==> config.mk <==
export PLATFORM = sky130hd
export DESIGN_NAME = irq_router_regs
export DESIGN_NICKNAME = d
export VERILOG_FILES = /design/src/rtl/irq_router_pkg.sv /design/src/rtl/irq_rt_decode.sv /design/src/rtl/irq_rt_entry.sv /design/src/rtl/irq_router_regs.sv
export SDC_FILE = /design/constraint.sdc
export NUM_CORES = 1
export LEC_CHECK = 0
export ABC_AREA = 1
export BUFFER_PORTS_ARGS = -buffer_cell sky130_fd_sc_hd__buf_2
export CAP_MARGIN = 20
export CORE_AREA = 3 3 253 255
export DETAILED_ROUTE_END_ITERATION = 10
export DIE_AREA = 0 0 256 258
export GPL_TIMING_DRIVEN = 0
export PLACE_DENSITY = 0.71
export SLEW_MARGIN = 20
export SYNTH_ARGS = -nofsm -noshare
export SYNTH_HDL_FRONTEND = slang
export SYNTH_SLANG_ARGS = --single-unit
==> constraint.sdc <==
create_clock -name clk -period 2.5 [get_ports clk]
set_input_delay 0 -clock clk [delete_from_list [all_inputs] [get_ports clk]]
set_output_delay 0 -clock clk [all_outputs]
set_load 0.005 [all_outputs]
==> src/rtl/irq_router_pkg.sv <==
package irq_router_pkg;

    // Port byte offsets and the only legal access size
    localparam logic [7:0] OFF_SELECT = 8'h00;
    localparam logic [7:0] OFF_WINDOW = 8'h10;
    localparam logic [2:0] WORD_BYTES = 3'd4;

    // Register indices reached through the window
    localparam logic [7:0] IX_ID   = 8'h00;
    localparam logic [7:0] IX_VER  = 8'h01;
    localparam logic [7:0] IX_ARB  = 8'h02;
    localparam int         TBL_BASE = 16;
    localparam logic [7:0] VER_CODE = 8'h11;

    typedef enum logic [2:0] {
        RK_ID,
        RK_VER,
        RK_ARB,
        RK_ENT,
        RK_NONE
    } reg_kind_e;

    // Low half of a table entry: only the defined fields are stored
    typedef struct packed {
        logic       mask;
        logic       trig;
        logic       pol;
        logic       dstm;
        logic [2:0] dmode;
        logic [7:0] vec;
    } ent_lo_t;

    localparam ent_lo_t LO_RESET = '{mask: 1'b1, trig: 1'b0, pol: 1'b0,
                                     dstm: 1'b0, dmode: 3'd0, vec: 8'd0};

    function automatic logic [31:0] lo_to_word(ent_lo_t e);
        logic [31:0] w;
        w        = '0;
        w[7:0]   = e.vec;
        w[10:8]  = e.dmode;
        w[11]    = e.dstm;
        w[13]    = e.pol;
        w[15]    = e.trig;
        w[16]    = e.mask;
        return w;
    endfunction

    function automatic ent_lo_t word_to_lo(logic [31:0] w);
        ent_lo_t e;
        e.vec   = w[7:0];
        e.dmode = w[10:8];
        e.dstm  = w[11];
        e.pol   = w[13];
        e.trig  = w[15];
        e.mask  = w[16];
        return e;
    endfunction

    function automatic logic [31:0] version_word(int n_ent);
        logic [7:0] top_ix;
        top_ix = 8'(n_ent - 1);
        return {8'h00, top_ix, 8'h00, VER_CODE};
    endfunction

endpackage

==> src/rtl/irq_rt_decode.sv <==
module irq_rt_decode
    import irq_router_pkg::*;
#(
    parameter int NUM_ENT = 24,
    localparam int IDXW = (NUM_ENT > 1) ? $clog2(NUM_ENT) : 1
) (
    input  logic [7:0]      sel,
    output reg_kind_e       kind,
    output logic [IDXW-1:0] ent_idx,
    output logic            hi_half
);
    localparam int TBL_END = TBL_BASE + 2 * NUM_ENT;

    logic [7:0] rel;

    always_comb begin
        kind    = RK_NONE;
        ent_idx = '0;
        hi_half = 1'b0;
        rel     = sel - 8'(TBL_BASE);
        if (sel == IX_ID) begin
            kind = RK_ID;
        end else if (sel == IX_VER) begin
            kind = RK_VER;
        end else if (sel == IX_ARB) begin
            kind = RK_ARB;
        end else if (int'(sel) >= TBL_BASE && int'(sel) < TBL_END) begin
            kind    = RK_ENT;
            ent_idx = rel[IDXW:1];
            hi_half = rel[0];
        end
    end
endmodule

==> src/rtl/irq_rt_entry.sv <==
module irq_rt_entry
    import irq_router_pkg::*;
(
    input  logic        clk,
    input  logic        rst,
    input  logic        wr_lo,
    input  logic        wr_hi,
    input  logic [31:0] wdata,
    output ent_lo_t     lo_q,
    output logic [7:0]  dest_q
);
    always_ff @(posedge clk) begin
        if (rst) begin
            lo_q   <= LO_RESET;
            dest_q <= '0;
        end else begin
            if (wr_lo) lo_q   <= word_to_lo(wdata);
            if (wr_hi) dest_q <= wdata[31:24];
        end
    end
endmodule

==> src/rtl/irq_router_regs.sv <==
module irq_router_regs
    import irq_router_pkg::*;
#(
    parameter int         NUM_ENT  = 24,
    parameter logic [7:0] ID_RESET = 8'h05
) (
    input  logic                 clk,
    input  logic                 rst,
    input  logic                 acc_valid,
    input  logic                 acc_write,
    input  logic [7:0]           acc_addr,
    input  logic [2:0]           acc_size,
    input  logic [31:0]          acc_wdata,
    output logic                 rsp_valid,
    output logic                 rsp_err,
    output logic [31:0]          rsp_rdata,
    output logic [7:0]           id_val,
    output logic [7:0]           arb_val,
    output logic [8*NUM_ENT-1:0] ent_vector,
    output logic [3*NUM_ENT-1:0] ent_dmode,
    output logic [NUM_ENT-1:0]   ent_dstmode,
    output logic [NUM_ENT-1:0]   ent_polarity,
    output logic [NUM_ENT-1:0]   ent_trigger,
    output logic [NUM_ENT-1:0]   ent_mask,
    output logic [8*NUM_ENT-1:0] ent_dest
);
    localparam int IDXW = (NUM_ENT > 1) ? $clog2(NUM_ENT) : 1;

    logic [7:0]      sel_q;
    logic [7:0]      id_q;
    logic [7:0]      arb_q;
    reg_kind_e       kind;
    logic [IDXW-1:0] ent_idx;
    logic            hi_half;
    ent_lo_t         lo_arr   [NUM_ENT];
    logic [7:0]      dest_arr [NUM_ENT];

    logic legal, hit_sel, hit_win, sel_wr, win_wr;
    logic [31:0] rd_word;

    assign legal   = (acc_size == WORD_BYTES) &&
                     (acc_addr == OFF_SELECT || acc_addr == OFF_WINDOW);
    assign hit_sel = acc_valid && legal && (acc_addr == OFF_SELECT);
    assign hit_win = acc_valid && legal && (acc_addr == OFF_WINDOW);
    assign sel_wr  = hit_sel && acc_write;
    assign win_wr  = hit_win && acc_write;

    irq_rt_decode #(.NUM_ENT(NUM_ENT)) u_dec (
        .sel     (sel_q),
        .kind    (kind),
        .ent_idx (ent_idx),
        .hi_half (hi_half)
    );

    generate
        for (genvar g = 0; g < NUM_ENT; g++) begin : g_ent
            logic hit_ent;
            assign hit_ent = win_wr && (kind == RK_ENT) && (ent_idx == IDXW'(g));

            irq_rt_entry u_ent (
                .clk    (clk),
                .rst    (rst),
                .wr_lo  (hit_ent && !hi_half),
                .wr_hi  (hit_ent && hi_half),
                .wdata  (acc_wdata),
                .lo_q   (lo_arr[g]),
                .dest_q (dest_arr[g])
            );

            assign ent_vector[g*8 +: 8]  = lo_arr[g].vec;
            assign ent_dmode[g*3 +: 3]   = lo_arr[g].dmode;
            assign ent_dstmode[g]        = lo_arr[g].dstm;
            assign ent_polarity[g]       = lo_arr[g].pol;
            assign ent_trigger[g]        = lo_arr[g].trig;
            assign ent_mask[g]           = lo_arr[g].mask;
            assign ent_dest[g*8 +: 8]    = dest_arr[g];
        end
    endgenerate

    // Readback of the selected register
    always_comb begin
        rd_word = '0;
        unique case (kind)
            RK_ID:   rd_word = {id_q, 24'h0};
            RK_VER:  rd_word = version_word(NUM_ENT);
            RK_ARB:  rd_word = {arb_q, 24'h0};
            RK_ENT:  rd_word = hi_half ? {dest_arr[ent_idx], 24'h0}
                                       : lo_to_word(lo_arr[ent_idx]);
            default: rd_word = '0;
        endcase
    end

    always_ff @(posedge clk) begin
        if (rst) begin
            sel_q <= '0;
            id_q  <= ID_RESET;
            arb_q <= ID_RESET;
        end else begin
            if (sel_wr) sel_q <= acc_wdata[7:0];
            if (win_wr && kind == RK_ID)  id_q  <= acc_wdata[31:24];
            if (win_wr && kind == RK_ARB) arb_q <= acc_wdata[31:24];
        end
    end

    always_ff @(posedge clk) begin
        if (rst) begin
            rsp_valid <= 1'b0;
            rsp_err   <= 1'b0;
            rsp_rdata <= '0;
        end else begin
            rsp_valid <= acc_valid;
            rsp_err   <= acc_valid && !legal;
            if (acc_valid && legal && !acc_write)
                rsp_rdata <= hit_sel ? {24'h0, sel_q} : rd_word;
            else
                rsp_rdata <= '0;
        end
    end

    assign id_val  = id_q;
    assign arb_val = arb_q;
endmodule

# Yosys cells after proc, flatten, opt, wreduce, memory -nomap -nowiden
# Cells that the tools add are included.
dict set report classes {
  muxes 21
  n_addsub 1
  n_bitwise 2
  n_eq_ne 30
  reduce_logical 94
  magnitude_cmp 3
}
# op count
set ops {}
lappend ops {{$pmux 32 s4} 1}
lappend ops {{$logic_and 1x1->1} 84}
lappend ops {{$bmux 15 s5} 1}
lappend ops {{$bmux 8 s5} 1}
lappend ops {{$eq 5x4->1 const B} 8}
lappend ops {{$eq 5x5->1 const B} 8}
lappend ops {{$mux 32} 1}
lappend ops {{$mux 15} 2}
lappend ops {{$mux 8} 3}
lappend ops {{$eq 5x3->1 const B} 4}
lappend ops {{$mux 5} 4}
lappend ops {{$logic_not 8->1} 2}
lappend ops {{$mux 3} 4}
lappend ops {{$eq 5x2->1 const B} 2}
lappend ops {{$eq 8x1->1 const B} 1}
lappend ops {{$eq 8x2->1 const B} 1}
lappend ops {{$eq 8x5->1 const B} 1}
lappend ops {{$ge 8x5->1 const B} 1}
lappend ops {{$lt 8x7->1 const B} 1}
lappend ops {{$eq 3x2->1 const B} 2}
lappend ops {{$ge 6x6->1 const B} 1}
lappend ops {{$not 5->6} 1}
lappend ops {{$sub 6x5->6 const B} 1}
lappend ops {{$eq 5x1->1 const B} 1}
lappend ops {{other kinds (10)} 15}
dict set report word_totals {
  word_cells 326
  inputBits 47
  register_bits 610
  out_inout_bits 602
}

# Longest topological paths before layout
dict set report depth {
  depth_word 13
  depth_mapped 18
  ltp_nobuf 16
}

# By module
# Synthesis repeated with hierarchy kept, for this count alone.
dict set report hier_totals {
  cells_unflattened 4986
  area_unflattened_um2 30252.8
}
# module cells_per_inst area_each_um2 instances seq_area_each_um2
set modules_own_cells {}
lappend modules_own_cells {irq_rt_entry 145 950.9 24 460.4}
lappend modules_own_cells {irq_router_regs 1468 7230.7 1 1001.0}
lappend modules_own_cells {irq_rt_decode 38 200.2 1 0.0}

# Worst setup path before layout
# No wires, ideal clock.
dict set report synth_path {
  path_type {register -> register}
  from {register sel_q[4]}
  to {register g_ent[11].u_ent.lo_q[14] (netlist bit)}
  arrival_ps 2107
  setup_slack_ps 255
  path_stages_with_launch 12
  required_ps 2362
  synth_period_minus_slack_ps 2245
  setup_time_ps 138
  n_path_buf 1
  cell_sequence {dfxtp_1 inv_1 ha_1 nor2_4 nand2_2 nor2_2 inv_2 nor3_2 nand3_1 clkbuf_1 nand2_1 o211ai_1}
}
dict set report synth_via {
  elab_chain_len 10
  elab_cells_between_ends 25
  classes_between {add/sub (1); order compare (2); eq/ne (4); mux (12); reduce/logical (6)}
}
# element line_no
set synth_lines {}
lappend synth_lines {{from (decl)} irq_router_regs.sv:29} ;# logic [7:0] sel_q;
lappend synth_lines {{from (signal assigned)} irq_router_regs.sv:99} ;# if (sel_wr) sel_q <= acc_wdata[7:0];
lappend synth_lines {{$ge 8x5->1 / $lt 8x7->1 (equally long branches)} irq_rt_decode.sv:27} ;# end else if (int'(sel) >= TBL_BASE && int'(sel) < TBL_END) begin
lappend synth_lines {{$logic_and 1x1->1} irq_rt_decode.sv:27}
lappend synth_lines {{$mux 3} irq_rt_decode.sv:27}
lappend synth_lines {{$mux 3} irq_rt_decode.sv:25} ;# end else if (sel == IX_ARB) begin
lappend synth_lines {{$mux 3} irq_rt_decode.sv:23} ;# end else if (sel == IX_VER) begin
lappend synth_lines {{$mux 3} irq_rt_decode.sv:21} ;# if (sel == IX_ID) begin
lappend synth_lines {{$eq 3x2->1} irq_router_regs.sv:58} ;# assign hit_ent = win_wr && (kind == RK_ENT) && (ent_idx == IDXW'(g));
lappend synth_lines {{$logic_and 1x1->1 (2 in a row)} irq_router_regs.sv:58}
lappend synth_lines {{$logic_and 1x1->1 (*)} irq_router_regs.sv:63} ;# .wr_lo (hit_ent && !hi_half),
lappend synth_lines {{to (signal assigned)} irq_rt_entry.sv:17} ;# if (wr_lo) lo_q <= word_to_lo(wdata);
lappend synth_lines {{to (decl)} irq_rt_entry.sv:9} ;# output ent_lo_t lo_q,
# Mark *: on every way between the ends. The rest lies on a longest branch, timed or not.
# A chain may end at the register's enable or synchronous reset.

# Final worst setup path
dict set report layout_path {
  from {register sel_q[4]}
  to {register rsp_rdata[4]}
}
dict set report layout_via {
  elab_chain_len 13
  elab_cells_between_ends 30
  classes_between {add/sub (1); order compare (2); eq/ne (5); mux (18); bitwise (1); reduce/logical (3)}
}
# element line_no
set layout_lines {}
lappend layout_lines {{$ge 8x5->1 / $lt 8x7->1 (equally long branches)} irq_rt_decode.sv:27}
lappend layout_lines {{$logic_and 1x1->1} irq_rt_decode.sv:27}
lappend layout_lines {{$mux 5} irq_rt_decode.sv:27}
lappend layout_lines {{$mux 5} irq_rt_decode.sv:25}
lappend layout_lines {{$mux 5} irq_rt_decode.sv:23}
lappend layout_lines {{$mux 5} irq_rt_decode.sv:21}
lappend layout_lines {{$not 5->6 (implied by the code)} irq_router_regs.sv:88} ;# : lo_to_word(lo_arr[ent_idx]);
lappend layout_lines {{$bmux 15 s5} irq_router_regs.sv:88}
lappend layout_lines {{$mux 15 (implied by the code) (2 in a row)} irq_router_regs.sv:88}
lappend layout_lines {{$mux 32} irq_router_regs.sv:87} ;# RK_ENT: rd_word = hi_half ? {dest_arr[ent_idx], 24'h0}
lappend layout_lines {{$pmux 32 s4} irq_router_regs.sv:83} ;# unique case (kind)
lappend layout_lines {{$mux 8 (*)} irq_router_regs.sv:114} ;# rsp_rdata <= hit_sel ? {24'h0, sel_q} : rd_word;
lappend layout_lines {{to (signal assigned)} irq_router_regs.sv:114}
lappend layout_lines {{to (decl)} irq_router_regs.sv:16} ;# output logic [31:0] rsp_rdata,
# Mark *: on every way between the ends. The rest lies on a longest branch, timed or not. The select of a mux whose other input is x is not followed.

==> run summary <==
Final Max Slew Viols: 0
Final Worst Setup Slack: -109 ps
Crit path max-delay cell type: dfxtp_4
Post-Syn Area: 0.0280 mm^2
Vias per cell: 5.94
Initial antenna violation count: 3
Post-DP HPWL: 124000 um
IO Pins: 649
First-pass GRT wire length: 224000 um
Met1 usage: 57.2%
Number of global-route vias before repair: 31.6k
Internal reg-to-reg setup slack: -110 ps
Worst-Skew Late Latency: 640 ps
Total Routing Usage GR: 46.6%
Power Density: 566 mW/mm^2
DIE WIDTH: 256 um
Port-buffer cells: 616
FP Rows: 91
Drt first pass iters: 8
Die Area: 0.0660 mm^2
Max-cap violations: 0
Worst setup SP type: register
Hold violation count in the final report: 0
Failing checks: negative setup slack
CP endpoint kind: register
Placer congestion estimate: 1.06
Pin count of the biggest net entering global routing: 14
Post-layout util: 60.1%
Crit-path max FO: 5
Die height: 258 um
Clock root cell: clkbuf_16
Post-layout minimum cycle time: 2610 ps
Critical path class: register to register
Fillers: 5944
Ys flop type: dfxtp_1
CTS tree: yes
Yosys Warn Count: 0
Overflow after GRT: 0
Critical path data required time: 3030 ps
Max Freq: 383 MHz
Met2 Track Usage GR: 68.7%
Period utilization: 104%
CTS buffer count: 69
Post-Syn Instances: 4227
Antenna-violating nets left: 0
Final setup violating endpoints: 66
Wire per inst: 27.6 um
Hold Slack: 46.4 ps
Seq/Total Area, Yosys: 43.0%
Layout Nets: 5091
Min-Delay Path Class: primary input to register
Synth-to-layout area growth: 32.6%
Slew @ Worst Pin: 1120 ps
Clock Path Buffers: 3
Asr flop ratio synth: 0%
Gr busiest metal: met2
Setup slack at placement: -1480 ps
Crit-path most repeated cell: nand2_1
Number of flops mapped to enable cells by yosys: 0
Design area: 0.0371 mm^2
H-tree depth: 3
Wirelength, routed: 163000 um
Synth cell types: 42
DRC viols: 0
Buffers and inverters on the worst path: 4
Initial core utilization: 45.3%
Setup_tns: -2510 ps
Clock sink count: 602
Worst Path Arrival: 3140 ps
Relative slew slack: 25.5%
Iteration-0 DRC Markers: 5434
Crit-path max cell delay: 380 ps
Worst-path cell chain: inv_4 > ha_4 > nand2_4 > nand4_1 > buf_4 > clkbuf_4 > buf_4 > nor2_1 > nor2_1 > nand2_1 > nand2_1 > nand2_1 > o21ai_0 > nand2_1 > nand2_1 > nand2_1 > nand2_1
Dpl cell area: 0.0322 mm^2
Met3 Track Usage GR: 14.8%
CTS clk-pin slew, worst paths: 60 ps
Layout Skew: 31.6 ps
Layout cells sized above 1: 23.6%
Status: finished, violations left
Core Box Area: 0.0618 mm^2
RSZ-0062 raised after global routing: true
Top delay family on crit path: simple AND/OR/NAND/NOR gates
Total number of vias: 35.2k
Synthesized area per cell: 6.63 um^2
FF+latch count, synth: 602
Lkg Pwr: 18.2 nW
Max IR drop VDD: 0.000417 V
-- tightest hold or removal path, stage by stage --
cell,delay [ps]
buf_2,100
nor3b_1,220
nand2_2,140
inv_2,80
nor3_1,70
-- stage by stage --
stage	power, mW	std cells
2_1_floorplan	10.1	4232
3_3_place_gp	10.4	5685
3_5_place_dp	10.4	5685
4_1_cts	20.9	5897
5_1_grt	21.3	5931
6_report	21.0	5932
-- power breakdown --
group	switching (mW)	internal [mW]	total, mW
logic	0.556	0.0988	0.655
registers	0.000441	9.59	9.59
clock network	4.49	6.29	10.8
-- what timing repair did --
item	CTS	global route
buffers inserted	58	36
pin swaps	33	32
setup endpoints to repair	581	502
hold endpoints to repair	122	0
hold buffers	30	0
gates cloned	1	1
resized for setup	377	204
-- final cells by class --
type | count | area, um^2 | area share, %
antenna | 1 | 2.50 | 0.00674
tap | 837 | 1050 | 2.82
clock inverter | 20 | 258 | 0.694
timing repair buffer | 741 | 4230 | 11.4
multi-input combinational | 2957 | 14000 | 37.7
buffer | 346 | 2220 | 5.98
sequential | 602 | 12100 | 32.5
inverter | 325 | 1240 | 3.34
clock buffer | 103 | 2080 | 5.60
-- layout by cell type, fill, tap and decap left out, drive strengths merged, types with 42 or more instances in the layout --
master / synthesis / final
nand2: 1019 / 1019
buf: 149 / 874
nor2: 873 / 873
dfxtp: 602 / 602
a21oi: 333 / 333
inv: 323 / 324
clkbuf: 200 / 286
nand3: 201 / 201
nand4: 164 / 165
o21ai: 164 / 164
o22ai: 84 / 84
o211ai: 42 / 42
-- logic make-up after synthesis --
family / count (synthesis) / share of synthesized area, %
flip-flops: 602 / 43.0
other: 1 / 0.0134
adder cells (fa/ha/maj): 2 / 0.0893
AND/OR/NAND/NOR: 2292 / 34.3
AO/OA/AOI/OAI: 656 / 12.9
buffers and inverters: 674 / 9.71
-- layer usage --
layer  vias to the layer above  share of wire [%]
met2                      2900                 41
li1                      15200                  -
met3                       711                 14
met1                     16400                 36
met5                         -             0.0055
met4                         2                8.9
-- sequential cells by signal (all words and copies together), names as in the netlist --
name and count:
rsp_valid 1, g_ent.u_ent.lo_q 360, sel_q 8, g_ent.u_ent.dest_q 192, rsp_rdata 24, arb_val 8, id_val 8, rsp_err 1
-- Yosys cell counts (all sizes together), types with 42 or more instances --
cell | instances | share of area [%]
a21oi | 333 | 6.0
buf | 149 | 2.7
clkbuf | 200 | 2.7
dfxtp | 602 | 43
inv | 323 | 4.3
nand2 | 1019 | 14
nand3 | 201 | 3.8
nand4 | 164 | 3.8
nor2 | 873 | 12
o211ai | 42 | 1.1
o21ai | 164 | 2.9
o22ai | 84 | 1.9
-- path summary, 6_finish.rpt --
path / startpoint / endpoint / cells after the start
max reg2reg: sel_q[4] / rsp_rdata[4] / 17
min reg2reg: g_ent[4].u_ent.lo_q[0] / g_ent[4].u_ent.lo_q[0] / 2
min: acc_size[0] / rsp_err / 5
max: sel_q[4] / rsp_rdata[4] / 17
(Power assumes the default switching activity.)
